`src/rtl/lcdcol_pkg.sv`:
```
package lcdcol_pkg;

  // Two-bit level select carried per column
  typedef enum logic [1:0] {
    LV_V1  = 2'b00,
    LV_V3  = 2'b01,
    LV_V4  = 2'b10,
    LV_VEE = 2'b11
  } drv_lvl_e;

  // Level for one column from its bit, alternation phase and blanking
  function automatic drv_lvl_e pick_level(input logic bit_on, input logic alt,
                                          input logic blank);
    logic sel;
    sel = bit_on & ~blank;
    if (!alt) return sel ? LV_V1 : LV_V3;
    else      return sel ? LV_VEE : LV_V4;
  endfunction

  // Number of writes that fill a row in the given mode
  function automatic int row_writes(input logic par, input int ncol, input int lanes);
    return par ? (ncol / lanes) : ncol;
  endfunction

endpackage

```
`src/rtl/lcdcol_fall.sv`:
```
module lcdcol_fall (
  input  logic clk,
  input  logic rst_n,
  input  logic sig_i,
  output logic fall_o
);
  logic prev_q;

  always_ff @(posedge clk or negedge rst_n) begin
    if (!rst_n) prev_q <= 1'b0;
    else        prev_q <= sig_i;
  end

  assign fall_o = prev_q & ~sig_i;
endmodule

```
`src/rtl/lcdcol_addr.sv`:
```
module lcdcol_addr #(
  parameter int NUM_COL = 80,
  parameter int LANES   = 4,
  localparam int NUM_GRP = NUM_COL / LANES,
  localparam int ADDR_W  = $clog2(NUM_COL + 1),
  localparam int LANE_W  = $clog2(LANES)
) (
  input  logic               clk,
  input  logic               rst_n,
  input  logic               par_mode,
  input  logic               step,
  input  logic               clear,
  output logic [ADDR_W-1:0]  cnt_o,
  output logic               full_o,
  output logic [NUM_COL-1:0] wmask_o
);
  import lcdcol_pkg::*;

  localparam logic [ADDR_W-1:0] LIM_SER = ADDR_W'(row_writes(1'b0, NUM_COL, LANES));
  localparam logic [ADDR_W-1:0] LIM_PAR = ADDR_W'(row_writes(1'b1, NUM_COL, LANES));

  logic [ADDR_W-1:0]  cnt_q;
  logic [ADDR_W-1:0]  limit;
  logic [ADDR_W-1:0]  grp_idx;
  logic [LANE_W-1:0]  lane_idx;
  logic [NUM_GRP-1:0] grp_sel;
  logic [LANES-1:0]   lane_en;
  logic               adv;

  assign limit  = par_mode ? LIM_PAR : LIM_SER;
  assign full_o = (cnt_q >= limit);
  assign adv    = step & ~full_o;

  always_ff @(posedge clk or negedge rst_n) begin
    if (!rst_n)   cnt_q <= '0;
    else if (clear) cnt_q <= '0;
    else if (adv) cnt_q <= cnt_q + 1'b1;
  end

  // Serial: counter names a column; parallel: counter names a group
  assign grp_idx  = par_mode ? cnt_q : (cnt_q >> LANE_W);
  assign lane_idx = cnt_q[LANE_W-1:0];

  for (genvar g = 0; g < NUM_GRP; g++) begin : g_grp
    assign grp_sel[g] = (grp_idx == ADDR_W'(g));
  end

  for (genvar l = 0; l < LANES; l++) begin : g_lane
    assign lane_en[l] = par_mode | (lane_idx == LANE_W'(l));
  end

  for (genvar c = 0; c < NUM_COL; c++) begin : g_col
    assign wmask_o[c] = adv & grp_sel[c / LANES] & lane_en[c % LANES];
  end

  assign cnt_o = cnt_q;

  AST_SER_ONE_COLUMN: assert property (@(posedge clk) disable iff (!rst_n)
    (!par_mode && adv) |-> ($countones(wmask_o) == 1));
  AST_PAR_ONE_GROUP: assert property (@(posedge clk) disable iff (!rst_n)
    (par_mode && adv) |-> ($countones(wmask_o) == LANES));
  AST_STEP_ADVANCES: assert property (@(posedge clk) disable iff (!rst_n)
    (adv && !clear) |=> (cnt_q == $past(cnt_q) + 1'b1));
  AST_FULL_NO_WRITE: assert property (@(posedge clk) disable iff (!rst_n)
    full_o |-> (wmask_o == '0));
endmodule

```
`src/rtl/lcdcol_rowlatch.sv`:
```
module lcdcol_rowlatch #(
  parameter int NUM_COL = 80,
  parameter int LANES   = 4
) (
  input  logic               clk,
  input  logic               rst_n,
  input  logic               par_mode,
  input  logic [LANES-1:0]   din,
  input  logic [NUM_COL-1:0] wmask,
  input  logic               xfer,
  output logic [NUM_COL-1:0] first_o,
  output logic [NUM_COL-1:0] second_o
);
  logic [NUM_COL-1:0] wbit;
  logic [NUM_COL-1:0] first_q;
  logic [NUM_COL-1:0] second_q;

  for (genvar c = 0; c < NUM_COL; c++) begin : g_wbit
    assign wbit[c] = par_mode ? din[c % LANES] : din[LANES-1];
  end

  always_ff @(posedge clk or negedge rst_n) begin
    if (!rst_n) begin
      first_q <= '0;
    end else begin
      for (int c = 0; c < NUM_COL; c++)
        if (wmask[c]) first_q[c] <= wbit[c];
    end
  end

  always_ff @(posedge clk or negedge rst_n) begin
    if (!rst_n)    second_q <= '0;
    else if (xfer) second_q <= first_q;
  end

  assign first_o  = first_q;
  assign second_o = second_q;

  AST_SECOND_ONLY_ON_XFER: assert property (@(posedge clk) disable iff (!rst_n)
    !xfer |=> $stable(second_q));
  AST_XFER_COPIES: assert property (@(posedge clk) disable iff (!rst_n)
    xfer |=> (second_q == $past(first_q)));
  AST_FIRST_ONLY_MASKED: assert property (@(posedge clk) disable iff (!rst_n)
    (wmask == '0) |=> $stable(first_q));
endmodule

```
`src/rtl/lcdcol_drive.sv`:
```
module lcdcol_drive #(
  parameter int NUM_COL = 80
) (
  input  logic                 clk,
  input  logic                 rst_n,
  input  logic [NUM_COL-1:0]   row,
  input  logic                 alt_m,
  input  logic                 disp_off,
  output logic [2*NUM_COL-1:0] sel_o
);
  import lcdcol_pkg::*;

  for (genvar c = 0; c < NUM_COL; c++) begin : g_col
    assign sel_o[2*c +: 2] = pick_level(row[c], alt_m, disp_off);

    AST_OFF_UNSELECTED: assert property (@(posedge clk) disable iff (!rst_n)
      disp_off |-> (sel_o[2*c+1] != sel_o[2*c]));
    AST_PAIR_FOLLOWS_ALT: assert property (@(posedge clk) disable iff (!rst_n)
      sel_o[2*c+1] == alt_m);
  end
endmodule

```
`src/rtl/lcdcol_loader.sv`:
```
module lcdcol_loader #(
  parameter int NUM_COL = 80,
  parameter int LANES   = 4,
  localparam int ADDR_W = $clog2(NUM_COL + 1)
) (
  input  logic                 clk,
  input  logic                 rst_n,
  input  logic                 cp_i,
  input  logic                 load_i,
  input  logic                 cen_in_n,
  input  logic                 par_mode,
  input  logic [LANES-1:0]     din,
  input  logic                 alt_m,
  input  logic                 disp_off,
  output logic                 cen_out_n,
  output logic [2*NUM_COL-1:0] drive_sel
);
  logic               cp_fall;
  logic               load_fall;
  logic               step;
  logic               full;
  logic [ADDR_W-1:0]  cnt;
  logic [NUM_COL-1:0] wmask;
  logic [NUM_COL-1:0] row_first;
  logic [NUM_COL-1:0] row_second;

  lcdcol_fall u_cp_edge (
    .clk(clk), .rst_n(rst_n), .sig_i(cp_i), .fall_o(cp_fall)
  );

  lcdcol_fall u_ld_edge (
    .clk(clk), .rst_n(rst_n), .sig_i(load_i), .fall_o(load_fall)
  );

  // Row load outranks a data strobe on the same clock
  assign step = cp_fall & ~cen_in_n & ~load_fall;

  lcdcol_addr #(.NUM_COL(NUM_COL), .LANES(LANES)) u_addr (
    .clk(clk), .rst_n(rst_n), .par_mode(par_mode), .step(step),
    .clear(load_fall), .cnt_o(cnt), .full_o(full), .wmask_o(wmask)
  );

  lcdcol_rowlatch #(.NUM_COL(NUM_COL), .LANES(LANES)) u_latch (
    .clk(clk), .rst_n(rst_n), .par_mode(par_mode), .din(din), .wmask(wmask),
    .xfer(load_fall), .first_o(row_first), .second_o(row_second)
  );

  lcdcol_drive #(.NUM_COL(NUM_COL)) u_drive (
    .clk(clk), .rst_n(rst_n), .row(row_second), .alt_m(alt_m),
    .disp_off(disp_off), .sel_o(drive_sel)
  );

  assign cen_out_n = ~full;

  AST_LOAD_REARMS: assert property (@(posedge clk) disable iff (!rst_n)
    load_fall |=> (cen_out_n && cnt == '0));
  AST_DISABLED_NO_WRITE: assert property (@(posedge clk) disable iff (!rst_n)
    cen_in_n |=> $stable(row_first));
  AST_LOAD_DROPS_WRITE: assert property (@(posedge clk) disable iff (!rst_n)
    (load_fall && cp_fall) |=> $stable(row_first));
  AST_HELD_STROBE_IDLE: assert property (@(posedge clk) disable iff (!rst_n)
    (!cp_i && !$fell(cp_i)) |-> (wmask == '0));
endmodule

```
`config.mk`:
```
export PLATFORM = sky130hd
export DESIGN_NAME = lcdcol_loader
export DESIGN_NICKNAME = d
export VERILOG_FILES = /design/src/rtl/lcdcol_pkg.sv /design/src/rtl/lcdcol_fall.sv /design/src/rtl/lcdcol_addr.sv /design/src/rtl/lcdcol_rowlatch.sv /design/src/rtl/lcdcol_drive.sv /design/src/rtl/lcdcol_loader.sv
export SDC_FILE = /design/constraint.sdc
export NUM_CORES = 1
export LEC_CHECK = 0
export ABC_AREA = 1
export BUFFER_PORTS_ARGS = -buffer_cell sky130_fd_sc_hd__buf_4
export CORE_MARGIN = 2
export CORE_UTILIZATION = 30
export CTS_BUF_LIST = sky130_fd_sc_hd__clkbuf_4
export DETAILED_ROUTE_END_ITERATION = 10
export HOLD_SLACK_MARGIN = 0.15
export PLACE_DENSITY_LB_ADDON = 0.2
export SLEW_MARGIN = 40
export SYNTH_ARGS = -nofsm -noshare
export SYNTH_HDL_FRONTEND = slang
export SYNTH_SLANG_ARGS = --single-unit
```
`constraint.sdc`:
```
create_clock -name clk -period 5.2 [get_ports clk]
set_input_delay 0.52 -clock clk [delete_from_list [all_inputs] [get_ports clk]]
set_output_delay 0.52 -clock clk [all_outputs]
set_load 0.02 [all_outputs]
```
# == Word level (Yosys, flattened, before mapping) ==
# Cells that the tools add are included.
# totals
out_inout_bits,161
ff_bits,169
inputBits,12
wordCells,553
# op_classes
order_cmp,1
n_bitwise,195
n_reduce_logical,3
n_addsub,1
mux,247
n_eq_ne,22
# op_table
op,n
AND 1 bit,185
2-to-1 mux 1 bit,163
2-to-1 mux 2 bit,80
== test 7 x 4 -> 1 bit (second input constant),8
== test 7 x 3 -> 1 bit (second input constant),4
== test 7 x 5 -> 1 bit (second input constant),4
2-to-1 mux 7 bit,4
== test 7 x 2 -> 1 bit (second input constant),2
adder 7 x 1 -> 7 bit (second input constant),1
== test 7 x 1 -> 1 bit (second input constant),1
>= comparator 7 bit,1
zero test 7 bit,1
NOT 1 bit,6
== test 2 bit (second input constant),2
bitwise OR 1 bit,4
== test 2 x 1 -> 1 bit (second input constant),1
zero test 2 bit,1
nonzero test 2 bit,1

# == Logic depth before layout (Yosys ltp) ==
# Gate-level depths: netlist (run 1).
# logic_depth
depth_word,7
depth_mapped,12
depth_no_buf,10

# == By module ==
# Synthesis (run 1) repeated with hierarchy kept, for this count alone.
# hier_totals
hier_cells,1374
hier_area_um2,10124.7
# modules_own_cells
mod,cells_per_inst,area_per_inst_um2,seq_area_each_um2,instances
lcdcol_rowlatch,713,6312.3,4003.8,1
lcdcol_drive,436,2563.7,0.0,1
lcdcol_addr,215,1161.1,175.2,1
lcdcol_fall,3,35.0,25.0,2
lcdcol_loader,4,17.5,0.0,1

# == Worst setup path before layout (run 1) ==
# OpenSTA, ideal clock, no wires.
# synth_path
kind,in2reg
start,input port par_mode
end,register u_latch.first_q[13] (netlist: u_latch.first_o[13])
arrival_time_ns,1.834
setup_time_ns,0.117
path_buffers,2
slack_ns,3.249
required_time_ns,5.083
stages,10
cell_sequence,ha_1 > or2_2 > nand2_1 > nand2_1 > nor2_4 > buf_6 > buf_4 > nand3_1 > nand2_1 > nand2_1
# synth_between
elab_chain_len,6
elab_cells_between_ends,10
classes_between,1 x order compare; 1 x eq/ne; 3 x mux; 5 x bitwise
# synth_lines
element,line_no,rtl
"start, declared",lcdcol_loader.sv:11,"input logic par_mode,"
2-to-1 mux 7 bit,lcdcol_addr.sv:30,assign limit = par_mode ? LIM_PAR : LIM_SER;
>= comparator 7 bit,lcdcol_addr.sv:31,assign full_o = (cnt_q >= limit);
NOT 1 bit,lcdcol_addr.sv:32,assign adv = step & ~full_o;
AND 1 bit,lcdcol_addr.sv:32,
AND 1 bit (2 in series),lcdcol_addr.sv:53,assign wmask_o[c] = adv & grp_sel[c / LANES] & lane_en[c % LANES];
"end signal, assigned by index",lcdcol_rowlatch.sv:27,if (wmask[c]) first_q[c] <= wbit[c];
"end, declared",lcdcol_rowlatch.sv:15,logic [NUM_COL-1:0] first_q;
# Several ways; a longest one is shown, not always the timed one.
# A chain may end at the register's enable or synchronous reset.

# == Worst setup path in the final report (run 1) ==
# layout_path
start,input port disp_off
end,output port drive_sel[40]
# layout_between
elab_chain_len,4
elab_cells_between_ends,5
classes_between,3 x mux; 2 x bitwise
# layout_lines
element,line_no,rtl
"start, declared",lcdcol_loader.sv:14,"input logic disp_off,"
NOT 1 bit (*),lcdcol_pkg.sv:15,sel = bit_on & ~blank;
AND 1 bit (*),lcdcol_pkg.sv:15,
2-to-1 mux 1 bit (on tied branches),"lcdcol_pkg.sv:16, lcdcol_pkg.sv:17",
2-to-1 mux 2 bit (*),lcdcol_pkg.sv:16,if (!alt) return sel ? LV_V1 : LV_V3;
"end, declared",lcdcol_loader.sv:16,output logic [2*NUM_COL-1:0] drive_sel
# Mark *: on every way between the ends. The rest lies on a longest branch, timed or not.

==> run metrics, run 1 <==
Crit Path Max Fanout=49; crit-path cells=buf_4, inv_2, buf_4, nand2_1, xor2_1, buf_4; # fillers=3272; die footprint=33200 µm²; worst hold path type=in2reg; Num CTS Buffers=17; Largest stage delay, worst path=530 ps; Worst-Margin Slew=717 ps; Hold Path Depth=3; first-pass GRT wire length=37900 µm; average wire per standard cell=15.5 µm; post-synthesis register bit count=169; DR iter-0 viols=approximately 500; initial antenna violation count=2; count of cell types in the netlist=24; Initial DRT Pass Iterations=5; R2R Path Start=u_addr.cnt_o[6]$_DFFE_PN0P_; final setup vio count=0; Top Family by Delay on Critical Path=buffers and inverters; vias in the first global route=about 6.7k; post-synthesis simple-gate area fraction=26.9%; Remaining Overflow, GRT=0; FF-to-FF setup slack=2920 ps; Final Max Tran Viols=0; Skew-Pair Late Insertion Delay=just under 600 ps; Synth Area in Compound Gates=0.420%; Leak=5.26 nW; Detailed Place HPWL=16000 µm; period utilization=51.4%; Avg Cell Area, Syn=8.94 µm²; sequential share of the synthesized area=44.3%; Chip Width=182 µm; Mapped Cells=between 1k and 1.5k; final hold violation count=0; Arrival @ worst endpoint=2150 ps; setup tns final=0 ps; Via Count=7117; critical path depth=6; most frequent cells in the layout=nand2_1 (291), buf_4 (177), dfrtp_1 (169); fin crit period=roughly 2700 ps; number of placement rows=65; vias per cell=4.64; Port Buffer Count=172; startpoint types=input pin; Final GP Congestion=0.812; Syn Nets=1085; Cell Area, Synth=between 9000 and 10000 µm²; Slew HR=52.2%; CTS max path bufs=2; Hold Buf Count CTS=3; FF-to-FF End=u_latch.first_o[61]$_DFFE_PN0P_; Critical Path Most Common Cell=buf_4; xor-xnor portion of the synthesized cell area=around 7.3%; maxcap violations=0; status=complete, no violations; Clock Root Buffer=clkbuf_4; CP Class=in2out; Critical Path Sink Type=primary output; R2R depth=9; Tot GR Track Use=14.5%; post-layout util=34.7%; WHS=357 ps; pin count of the biggest net entering global routing=125; largest family of logic cells by synthesized area=simple AND/OR/NAND/NOR gates; yosys warns=0; H-tree Lvls=4; share of post-route cells with drive strength above 1=between 30% and 40%; WP buf/inv=4; Register Area=4230 µm²; Layout area overhead=14.4%; worst hold path startpoint=din[3]; CTS Sinks=169; adder-cell share of the synthesized area=0.787%; area of the multi-input gates=4310 µm²; core box area=31500 µm²; mux contribution to synthesized area=9.44%; commonest non-fill, non-tap cell in the layout=nand2_1; P per Cell Area=between 200 and 300 nW/µm²; drc violations=0; Critical Path Start=disp_off; clock slew at reported path FFs=approximately 150 ps; hold endpoint=u_latch.first_o[7]$_DFFE_PN0P_; Critical Path RT=4680 ps; TritonCTS clock tree=built; post_cts resized=0; post-CTS setup buffers=0; Initial Utilization=30.3%; final net count=1136; Max Fclk=0.374 GHz; RSZ-0062 raised after global routing=false; Die Y=between 150 and 200 µm; slowest cell on the critical path=buf_4; Antenna Nets Post-Route=0; final WL=23800 µm; I/O pin count=173; clk_skew=14.9 ps; worst ir drop on vdd=~0.00013 V
sequential cells by signal, summed over array words and instances (netlist names):
name and count:
u_addr.cnt_o 7, u_cp_edge.prev_q 1, u_latch.first_o 80, u_latch.second_o 80
u_ld_edge.prev_q 1
logic make-up after synthesis:
family | count (synthesis)
xor gates and xnor gates | 80
buffers and inverters | 175
and+or+nand+nor | 549
AOI/OAI and AO/OA | 8
muxes | 80
DFF | 169
adders and majority gates | 6
area by class of cell:
cell class,count,share of cell area (%)
multi-input cells,723,39.5
clock buffers,21,1.44
flip-flops and latches,169,38.8
well taps,402,4.61
clock inverters,11,1.78
diodes,2,0.0459
inverters,23,0.791
repair buffers,184,13.1
per-layer routing:
metal	share of wire (%)	vias to the layer above	GRT usage (%)
met1	48	3411	20.0
met5	0	-	0
met2	47	204	23.7
met4	0.96	0	3.29
met3	4.7	18	2.97
li1	-	3484	-
through the flow:
| stage | instances | setup slack, ps | area, µm² | total power (W) |
|---|---|---|---|---|
| 5_1_grt | 1535 | 2340 | 10900 | 0.00340 |
| 6_report | 1535 | 2530 | 10900 | 0.00323 |
| 4_1_cts | 1533 | 2480 | 10900 | 0.00327 |
| 3_3_place_gp | 1497 | 2410 | 10500 | 0.00233 |
| 2_1_floorplan | 1067 | 3250 | 9540 | 0.00207 |
| 3_5_place_dp | 1498 | 2410 | 10500 | 0.00234 |
worst reg2reg max path: stages (launching register included):
cell	delay, ps
dfrtp_1	450
ha_1	240
nor2_1	130
nor2_1	90
nor2_2	480
nand2_2	250
nor2_4	290
nand3_1	110
nand2_1	80
nand2_1	50
synth_stat cells:
master	instances	area share [%]
nand2_1	295	12
inv_1	15	0.59
nor3_1	1	0.052
nor2_1	15	0.59
buf_4	85	6.7
clkbuf_1	30	1.2
inv_2	8	0.31
buf_1	7	0.28
ha_1	6	0.79
nand2_4	1	0.12
xor2_1	80	7.3
buf_2	27	1.4
nor2_4	14	1.7
buf_6	3	0.35
nand4_1	32	2.1
nor2_2	26	1.7
dfrtp_1	169	44
mux2_2	80	9.4
nand2_2	14	0.92
nand3_1	146	7.7
o21ai_0	2	0.10
nor2_8	1	0.21
a21oi_1	6	0.31
or2_2	4	0.26
where the power goes:
part / total, W / switching (W) / internal [W]
Clock: 0.000929 / 0.000477 / 0.000452
Combinational: 0.000749 / 0.000459 / 0.000291
Sequential: 0.00155 / 0.0000954 / 0.00146
Total: 0.00323 / 0.00103 / 0.00220
worst max-delay path by stage:
stage,endpoint,slack (ps)
floorplan,u_latch.first_o[13]$_DFFE_PN0P_,3250
global placement,u_latch.first_o[69]$_DFFE_PN0P_,2410
detailed placement,u_latch.first_o[1]$_DFFE_PN0P_,2410
CTS,drive_sel[134],2480
global route,drive_sel[134],2340
finish,drive_sel[40],2530
No activity file was read; power rests on OpenSTA's default activity.
==> run 2, diff against run 1 <==
clock period = 2.8 ns   (was 5.2 ns; I/O delays follow)
==> run 2 against run 1 <==
  * Cell count is 0.26% higher
  * Utilization about the same
  * Critical path depth is the same
  * Non-clock buffer count grew 6
  * Global-route usage rose by 0.057 points
  * Combinational power is 87% higher
  * Design area about the same
  * Clock power increased by 49%
  * Worst setup slack got worse by 2000 ps
  * First-iteration DRC count grew 26%
  * Largest cell class unchanged
==> run metrics, run 2 (synthesized netlist as in run 1, its figures left out) <==
vias in the first global route=6617 (-1.3%); TritonCTS clock tree=built; Critical Path Sink Type=primary output; post-CTS setup buffers=0 (unchanged); startpoint types=flip-flop; Skew-Pair Late Insertion Delay=560 ps (-20 ps); Clock Root Buffer=clkbuf_4; final setup vio count=0 (unchanged); Worst-Margin Slew=843 ps (+126 ps); setup tns final=0 ps (unchanged); Port Buffer Count=172 (unchanged); final WL=23800 µm (-0.14%); Detailed Place HPWL=16000 µm (-0.32%); H-tree Lvls=4 (unchanged); Most Used Layer, Global Route=met2; fin crit period=approximately 2300 ps; Arrival @ worst endpoint=2020 ps (-130 ps); worst hold path type=in2async; Die Y=182 µm (unchanged); met3 Usage GRT=2.20% (-0.78 points); Final Max Tran Viols=0 (unchanged); FF-to-FF setup slack=540 ps (-2380 ps); Largest stage delay, worst path=460 ps (-70 ps); Critical Path Most Common Cell=nand2_1; Setup crit end=cen_out_n; post_cts resized=0 (unchanged); slowest cell on the critical path=dfrtp_1; met2 Use GR=23.9% (+0.24 points); Chip Width=182 µm (unchanged); Num CTS Buffers=17 (unchanged); vias per cell=4.64 (about the same); Final GP Congestion=0.813 (about the same); R2R Path Start=u_addr.cnt_o[6]$_DFFE_PN0P_; commonest non-fill, non-tap cell in the layout=nand2_1; core box area=31500 µm² (unchanged); WHS=294 ps (-63.2 ps); die footprint=33200 µm² (unchanged); Tot GR Track Use=14.6% (+0.057 points); final net count=1142 (+0.53%); crit-path cells=ha_1, or2_2, nand2_1, nand2_1, inv_1, buf_4; drc violations=0 (unchanged); Initial Utilization=30.3% (unchanged); worst ir drop on vdd=0.000188 V (+47%); Antenna Nets Post-Route=0 (unchanged); Via Count=7138 (+0.30%); Layout area overhead=14.3% (about the same); P per Cell Area=519 nW/µm² (+75%); Crit Path Max Fanout=5 (-90%); Critical Path RT=2520 ps (-2160 ps); met1 Track Usage GR=20.1% (+0.18 points); status=complete, no violations; R2R depth=9 (unchanged); first-pass GRT wire length=37900 µm (about the same); CP Class=reg2out; Slew HR=43.8% (-8.4 points); Max Fclk=0.435 GHz; clock slew at reported path FFs=140 ps (about the same); period utilization=82.1%; Remaining Overflow, GRT=0 (unchanged); Critical Path Start=u_addr.cnt_o[6]$_DFFE_PN0P_; most frequent cells in the layout=nand2_1 (293), buf_4 (177), dfrtp_1 (169); Leak=5.27 nW (+0.28%); final hold violation count=0 (unchanged); Initial DRT Pass Iterations=5 (unchanged); number of placement rows=65 (unchanged); share of post-route cells with drive strength above 1=32.0% (-0.23 points); pin count of the biggest net entering global routing=125 (unchanged); initial antenna violation count=1 (-1); maxcap violations=0 (unchanged); I/O pin count=173 (unchanged); Hold Buf Count CTS=4 (+1); CTS max path bufs=2 (unchanged); average wire per standard cell=15.5 µm (-0.40%); CTS Sinks=169 (unchanged); FF-to-FF End=u_latch.first_o[47]$_DFFE_PN0P_; clk_skew=24.5 ps (+9.61 ps); RSZ-0062 raised after global routing=false; DR iter-0 viols=621 (+26%)
## run 2: cell count changes in the layout (fill, tap and decap cells not counted), moves of 3 or more
cell	before	now
buf_12	1	7
clkinv_2	0	4
bufinv_16	5	2
clkbuf_4	21	18
clkinvlp_4	3	0
## run 2: metal layers
layer | vias up | wire (µm)
li1 | 3499 | -
met1 | 3428 | 11300
met2 | 196 | 11200
met3 | 15 | 1040
met4 | 0 | 245
met5 | - | 0
## run 2: critical path, delay by kind of cell, from the launching register on
kind          cells  cell delay [ps]
fa+ha+maj         1              300
buf+inv           2              200
simple gates      3              500
flops             1              460
## run 2: through the flow
step                      setup WS (ps)  power (W)  std cells  utilization [%]  instance area [µm²]
after floorplan                     973    0.00384       1067                -                 9540
after global placement              552    0.00433       1503             33.7                10600
after detailed placement            523    0.00435       1503             33.7                10600
after CTS                           449    0.00576       1538             34.6                10900
after global routing                323    0.00600       1539             34.7                10900
final                               502    0.00566       1539             34.7                10900
## run 2: power breakdown
part | switching [W] | internal, W | leakage (nW)
Combinational | 0.000852 | 0.000549 | 2.82
Sequential | 0.000173 | 0.00271 | 2.30
Clock | 0.000853 | 0.000528 | 0.149
Total | 0.00188 | 0.00378 | 5.27
## run 2: area by class of cell
| type | instances | area (µm²) |
|---|---|---|
| clock inverters | 13 | 126 |
| well taps | 402 | 503 |
| clock buffers | 18 | 135 |
| multi-input cells | 723 | 4300 |
| inverters | 23 | 86.3 |
| fillers | 3274 | 20600 |
| diodes | 1 | 2.50 |
| flip-flops and latches | 169 | 4230 |
| repair buffers | 190 | 1530 |
## run 2: worst min path at each step
stage / cells past startpoint / startpoint / end / slack, ps
3_5_place_dp: 1 / rst_n / u_latch.first_o[59]$_DFFE_PN0P_ / 340
4_1_cts: 2 / rst_n / u_latch.first_o[59]$_DFFE_PN0P_ / 270
6_report: 2 / rst_n / u_latch.first_o[59]$_DFFE_PN0P_ / 290
3_3_place_gp: 1 / rst_n / u_latch.second_o[59]$_DFFE_PN0N_ / 340
5_1_grt: 2 / rst_n / u_latch.first_o[59]$_DFFE_PN0P_ / 300
2_1_floorplan: 0 / rst_n / u_addr.cnt_o[0]$_DFFE_PN0P_ / -20
